==> src/rtl/cmd_trk_pkg.sv <==
package cmd_trk_pkg;

    typedef enum logic [3:0] {
        CMD_NOP   = 4'd0,
        CMD_ACT   = 4'd1,
        CMD_READ  = 4'd2,
        CMD_WRITE = 4'd3,
        CMD_PRE   = 4'd4,
        CMD_REF   = 4'd5,
        CMD_SREF  = 4'd6,
        CMD_MRS   = 4'd7,
        CMD_BST   = 4'd8
    } cmd_e;

endpackage

==> src/rtl/cmd_trk_decode.sv <==
module cmd_trk_decode
    import cmd_trk_pkg::*;
(
    input  logic cke_i,
    input  logic cs_n_i,
    input  logic ras_n_i,
    input  logic cas_n_i,
    input  logic we_n_i,
    output cmd_e cmd_o
);

    // Pin triple {ras, cas, we}, active low; chip select masks everything.
    always_comb begin
        cmd_o = CMD_NOP;
        if (!cs_n_i) begin
            unique case ({ras_n_i, cas_n_i, we_n_i})
                3'b011:  cmd_o = CMD_ACT;
                3'b101:  cmd_o = CMD_READ;
                3'b100:  cmd_o = CMD_WRITE;
                3'b010:  cmd_o = CMD_PRE;
                3'b001:  cmd_o = cke_i ? CMD_REF : CMD_SREF;
                3'b000:  cmd_o = CMD_MRS;
                3'b110:  cmd_o = CMD_BST;
                default: cmd_o = CMD_NOP;
            endcase
        end
    end

endmodule

==> src/rtl/cmd_trk_bank.sv <==
module cmd_trk_bank (
    input  logic clk,
    input  logic rst_n,
    input  logic open_i,
    input  logic close_i,
    output logic is_open_o
);

    logic open_d, open_q;

    always_comb begin
        open_d = open_q;
        if (close_i) open_d = 1'b0;
        if (open_i)  open_d = 1'b1;
    end

    always_ff @(posedge clk) begin
        if (!rst_n) open_q <= 1'b0;
        else        open_q <= open_d;
    end

    assign is_open_o = open_q;

endmodule

==> src/rtl/cmd_trk_trc.sv <==
module cmd_trk_trc #(
    parameter int TRC_CYC = 6
) (
    input  logic clk,
    input  logic rst_n,
    input  logic start_i,
    output logic busy_o
);

    localparam int CW = (TRC_CYC < 2) ? 1 : $clog2(TRC_CYC);
    localparam logic [CW-1:0] LOAD = CW'(TRC_CYC - 1);

    logic [CW-1:0] cnt_d, cnt_q;

    always_comb begin
        cnt_d = cnt_q;
        if (start_i)         cnt_d = LOAD;
        else if (cnt_q != 0) cnt_d = cnt_q - 1'b1;
    end

    always_ff @(posedge clk) begin
        if (!rst_n) cnt_q <= '0;
        else        cnt_q <= cnt_d;
    end

    assign busy_o = (cnt_q != '0);

endmodule

==> src/rtl/sdram_cmd_tracker.sv <==
module sdram_cmd_tracker
    import cmd_trk_pkg::*;
#(
    parameter int NBANK   = 2,
    parameter int ROW_W   = 11,
    parameter int COL_W   = 8,
    parameter int AP_BIT  = 10,
    parameter int TRC_CYC = 6
) (
    input  logic                      clk,
    input  logic                      rst_n,
    input  logic                      cke_i,
    input  logic                      cs_n_i,
    input  logic                      ras_n_i,
    input  logic                      cas_n_i,
    input  logic                      we_n_i,
    input  logic [$clog2(NBANK)-1:0]  ba_i,
    input  logic [ROW_W-1:0]          addr_i,
    output logic [3:0]                cmd_o,
    output logic [$clog2(NBANK)-1:0]  bank_o,
    output logic [ROW_W-1:0]          row_o,
    output logic [COL_W-1:0]          col_o,
    output logic                      auto_pre_o,
    output logic                      pre_all_o,
    output logic [NBANK-1:0]          bank_open_o,
    output logic                      err_o
);

    localparam int BA_W = $clog2(NBANK);

    typedef struct packed {
        cmd_e             cmd;
        logic [BA_W-1:0]  bank;
        logic [ROW_W-1:0] row;
        logic [COL_W-1:0] col;
        logic             ap;
        logic             pa;
        logic             err;
        logic             sr;
    } state_t;

    state_t st_d, st_q;

    cmd_e             dec_cmd;
    cmd_e             eff_cmd;
    logic             trc_busy;
    logic             trc_start;
    logic             sr_exit;
    logic             a10;
    logic             any_open;
    logic             tgt_open;
    logic             bad;
    logic [NBANK-1:0] open_q;
    logic [NBANK-1:0] set_b;
    logic [NBANK-1:0] clr_b;

    cmd_trk_decode u_dec (
        .cke_i   (cke_i),
        .cs_n_i  (cs_n_i),
        .ras_n_i (ras_n_i),
        .cas_n_i (cas_n_i),
        .we_n_i  (we_n_i),
        .cmd_o   (dec_cmd)
    );

    cmd_trk_trc #(.TRC_CYC(TRC_CYC)) u_trc (
        .clk     (clk),
        .rst_n   (rst_n),
        .start_i (trc_start),
        .busy_o  (trc_busy)
    );

    generate
        for (genvar b = 0; b < NBANK; b++) begin : g_bank
            cmd_trk_bank u_bank (
                .clk       (clk),
                .rst_n     (rst_n),
                .open_i    (set_b[b]),
                .close_i   (clr_b[b]),
                .is_open_o (open_q[b])
            );
        end
    endgenerate

    // Legality of the command against bank state and the row-cycle window.
    always_comb begin
        a10      = addr_i[AP_BIT];
        sr_exit  = st_q.sr && cke_i;
        eff_cmd  = st_q.sr ? CMD_NOP : dec_cmd;
        any_open = |open_q;
        tgt_open = open_q[ba_i];
        unique case (eff_cmd)
            CMD_ACT:              bad = tgt_open || trc_busy;
            CMD_READ, CMD_WRITE:  bad = !tgt_open || trc_busy;
            CMD_REF, CMD_SREF:    bad = any_open || trc_busy;
            CMD_MRS:              bad = any_open;
            default:              bad = 1'b0;
        endcase
        trc_start = ((eff_cmd == CMD_REF) && !bad) || sr_exit;
    end

    // Per-bank open and close requests.
    always_comb begin
        for (int b = 0; b < NBANK; b++) begin
            set_b[b] = !bad && (eff_cmd == CMD_ACT) && (ba_i == BA_W'(b));
            clr_b[b] = !bad && (
                ((eff_cmd == CMD_PRE) && (a10 || (ba_i == BA_W'(b)))) ||
                (((eff_cmd == CMD_READ) || (eff_cmd == CMD_WRITE)) &&
                 a10 && (ba_i == BA_W'(b))));
        end
    end

    // Next value of every reported field.
    always_comb begin
        st_d      = st_q;
        st_d.cmd  = eff_cmd;
        st_d.err  = bad;
        st_d.ap   = 1'b0;
        st_d.pa   = 1'b0;
        st_d.bank = '0;
        unique case (eff_cmd)
            CMD_ACT: begin
                st_d.bank = ba_i;
                st_d.row  = addr_i;
            end
            CMD_READ, CMD_WRITE: begin
                st_d.bank = ba_i;
                st_d.col  = addr_i[COL_W-1:0];
                st_d.ap   = a10;
            end
            CMD_PRE: begin
                st_d.bank = ba_i;
                st_d.pa   = a10;
            end
            default: ;
        endcase
        if (sr_exit)
            st_d.sr = 1'b0;
        else if ((eff_cmd == CMD_SREF) && !bad)
            st_d.sr = 1'b1;
    end

    always_ff @(posedge clk) begin
        if (!rst_n) begin
            st_q <= '{cmd: CMD_NOP, default: '0};
        end else begin
            st_q <= st_d;
        end
    end

    assign cmd_o       = st_q.cmd;
    assign bank_o      = st_q.bank;
    assign row_o       = st_q.row;
    assign col_o       = st_q.col;
    assign auto_pre_o  = st_q.ap;
    assign pre_all_o   = st_q.pa;
    assign err_o       = st_q.err;
    assign bank_open_o = open_q;

endmodule

==> config.mk <==
export PLATFORM = sky130hd
export DESIGN_NAME = sdram_cmd_tracker
export DESIGN_NICKNAME = d
export VERILOG_FILES = /design/src/rtl/cmd_trk_pkg.sv /design/src/rtl/cmd_trk_decode.sv /design/src/rtl/cmd_trk_bank.sv /design/src/rtl/cmd_trk_trc.sv /design/src/rtl/sdram_cmd_tracker.sv
export SDC_FILE = /design/constraint.sdc
export NUM_CORES = 1
export LEC_CHECK = 0
export ABC_CLOCK_PERIOD_IN_PS = 2400
export CELL_PAD_IN_SITES_DETAIL_PLACEMENT = 1
export CELL_PAD_IN_SITES_GLOBAL_PLACEMENT = 2
export CORE_ASPECT_RATIO = 0.8
export CORE_MARGIN = 5
export CORE_UTILIZATION = 30
export DETAILED_ROUTE_END_ITERATION = 8
export PLACE_DENSITY = 0.94
export SYNTH_ARGS = -nofsm -noshare
export SYNTH_HDL_FRONTEND = slang
export SYNTH_SLANG_ARGS = --single-unit
==> constraint.sdc <==
create_clock -name clk -period 2.4 [get_ports clk]
set_input_delay 0.24 -clock clk [delete_from_list [all_inputs] [get_ports clk]]
set_output_delay 0.24 -clock clk [all_outputs]
set_load 0.05 [all_outputs]
==> impl_metrics.csv <==
group,metric,value,unit
synth,synth-main-ff-cell,"dfxtp_1",
hold_path,holdPathStages,2,
place,hpwlAfterDp,2.94,mm
power_and_ir_drop,p_per_area,680,nW/um2
synth,syn_area,1650,um2
critical_path,critPathKind,"register to primary output",
global_route,grt_util_all_layers,11.4,%
layout,final_util,38.2,%
global_route,grt_pass1_wl,6.33,mm
timing,fin_skew,0.0118,ns
critical_path,r2r_start,"st_q[0]",
synth,ys_seq_elements,33,
synth,synthArstFlopShare,0,%
cts,worstSkewPairLatency,0.29,ns
cts,cts_buffers,5,
place,port_buffers,47,
cts,cts_hold_buf,0,
route,drcViolationCount,0,
critical_path,cp_max_fo,5,
route,firstDrtPassIters,4,
timing,maxSlewHeadroom,62.7,%
floorplanning,die_h,76.3,um
place,dp_cells,259,
layout,nNetsFinal,222,
global_route,gr-total-overflow,0,
critical_path,critPathSlowestCell,"clkdlybuf4s50_1",
synth,synth_top_area_share,40.1,%
hold_path,holdPathEnd,"col_o[5]",
timing,period_share,73.8,%
synth,mappedNetlistNets,199,
synth,synth_edf_count,0,
timing,maxSlewViolCount,0,
hold_path,min-delay-start,"col_o[5]",
floorplanning,ios,48,
synth,yosys_warnings,0,
layout,antenna_cells,0,
place,gp_congestion,0.909,
global_route,grt_pass1_vias,1291,
critical_path,cp.buffers_inverters,1,
global_route,grt_max_degree,18,
cts,htree_levels,2,
cts,cts_buffer_depth,2,
floorplanning,start_util,30.5,%
critical_path,max_stage_delay,0.83,ns
layout,n_fill_cell,634,
floorplanning,num_rows,24,
run,cap_violations,0,
route,ant_nets,0,
floorplanning,fp.dieW,92.9,um
timing,setup_violations,0,
cts,postCtsSetupRepairBufs,0,
cts,ctsRootBufferMaster,"clkbuf_8",
hold_path,hold_class,"register to register",
cts,cts_resized,0,
timing,worst_pin_slew,0.558,ns
power_and_ir_drop,p_leak,0.000768,uW
timing,hold_slack,0.472,ns
critical_path,path_cells,"clkdlybuf4s50_1",
layout,mostFrequentLayoutCells,"clkdlybuf4s50_1 (47), dfxtp_1 (33), nand2_1 (27)",
timing,fin_crit,1.77,ns
synth,avgSynthCellArea,9.26,um2
global_route,antenna_found_initial,0,
timing,finalHoldViolCount,0,
floorplanning,die_area,7080,um2
synth,synth.top_cells.by_area,"dfxtp_1 (40%), buf_4 (11%), mux2i_1 (7.3%)",
synth,postSynthCellCount,178,
route,viasPerCell,4.67,
critical_path,r2r_slack,0.79,ns
layout,final_common_cell,"clkdlybuf4s50_1",
layout,areaGrowthSynthToFinish,25.2,%
timing,rsz0062_at_grt,"false",
critical_path,cp.arrival,1.53,ns
synth,post-synth-top-area-cell,"dfxtp_1",
critical_path,crit_path_end_kind,"primary output",
route,drtIter0Drc,33,
outcome,status,"completed",
synth,netlist-cell-type-count,37,
route,vias,1246,
floorplanning,coreArea,5410,um2
route,drt-total-wl,3.91,mm
layout,instances_no_fill,267,
critical_path,rr_worst_depth,4,
layout,layout-drive-gt1-share,8.42,%
critical_path,cp-start-kind,"register",
route,wire_per_inst,14.6,um
cts,clock-sinks,33,
synth,synth-seq-area-share,40.1,%
critical_path,critical_path.top_delay_family,"buffers and inverters",
cts,cts_tree,"yes",
power_and_ir_drop,irDropWorstVdd,0.248,mV
critical_path,timing.rr.end,"g_bank[0].u_bank.is_open_o",
critical_path,worstPathRequired,2.16,ns
timing,max_freq,565,MHz
cts,path_clk_slew,0.07,ns
timing,fin_tns_setup,0,ns
[Yosys cell counts (3+ instances only)]
master,number
dfxtp_1,33
a21boi_0,8
buf_2,4
nor3_1,4
nor2_1,8
buf_4,25
inv_1,3
nor2b_1,14
nand2_1,27
mux2i_1,12
clkbuf_1,3
[stage by stage]
| stage | worst slack (ns) | cell area (um2) | total power, uW |
|---|---|---|---|
| after detailed placement | 0.324 | 1980 | 1010 |
| after global routing | 0.477 | 2060 | 1470 |
| after CTS | 0.629 | 2060 | 1420 |
| after global placement | 0.342 | 1980 | 996 |
| after floorplan | 0.956 | 1650 | 904 |
| final | 0.630 | 2060 | 1400 |
[layer usage]
| layer | up-vias | share of wire, % | track usage (%) |
|---|---|---|---|
| li1 | 627 | - | - |
| met1 | 575 | 49 | 14.5 |
| met2 | 34 | 43 | 17.0 |
| met3 | 10 | 6.0 | 4.05 |
| met4 | 0 | 2.8 | 5.12 |
| met5 | - | 0 | 0 |
[worst max-delay path by stage]
stage / to / cells after the start / start
global route: g_bank[1].u_bank.is_open_o / 5 / ras_n_i
floorplan: u_trc.cnt_q[0] / 7 / u_trc.cnt_q[0]
CTS: g_bank[0].u_bank.is_open_o / 5 / ras_n_i
global placement: g_bank[0].u_bank.is_open_o / 5 / ras_n_i
finish: bank_open_o[1] / 1 / g_bank[1].u_bank.is_open_o
detailed placement: g_bank[0].u_bank.is_open_o / 5 / ras_n_i
[cell families (layout without fill, tap and decap cells)]
group / after synthesis / in the layout / share of synthesized area (%)
AOI/OAI and AO/OA: 23 / 23 / 11.8
muxes: 13 / 13 / 7.97
buffers and inverters: 37 / 61 / 15.3
xor gates and xnor gates: 2 / 2 / 1.06
DFF: 33 / 33 / 40.1
and+or+nand+nor: 68 / 68 / 22.2
adders and majority gates: 2 / 2 / 1.52
[area by class of cell]
| type | instances | area, um2 | share of cell area, % |
|---|---|---|---|
| multi-input cells | 108 | 734 | 35.6 |
| flip-flops and latches | 33 | 661 | 32.0 |
| repair buffers | 50 | 493 | 23.9 |
| well taps | 65 | 81.3 | 3.94 |
| clock buffers | 6 | 72.6 | 3.52 |
| inverters | 3 | 11.3 | 0.546 |
| clock inverters | 2 | 10.0 | 0.485 |
[registers in the layout, indices dropped and copies added (netlist names)]
register / flops
err_o: 1
cmd_o: 4
u_trc.cnt_q: 3
pre_all_o: 1
auto_pre_o: 1
g_bank.u_bank.is_open_o: 2
col_o: 8
st_q: 1
row_o: 11
bank_o: 1
[power breakdown]
part | total, uW | switching (uW) | leakage, uW | internal [uW]
clock network | 412 | 211 | 0.0000450 | 201
registers | 606 | 21.1 | 0.000268 | 585
logic | 385 | 211 | 0.000455 | 175
No activity file was read; power rests on OpenSTA's default activity.
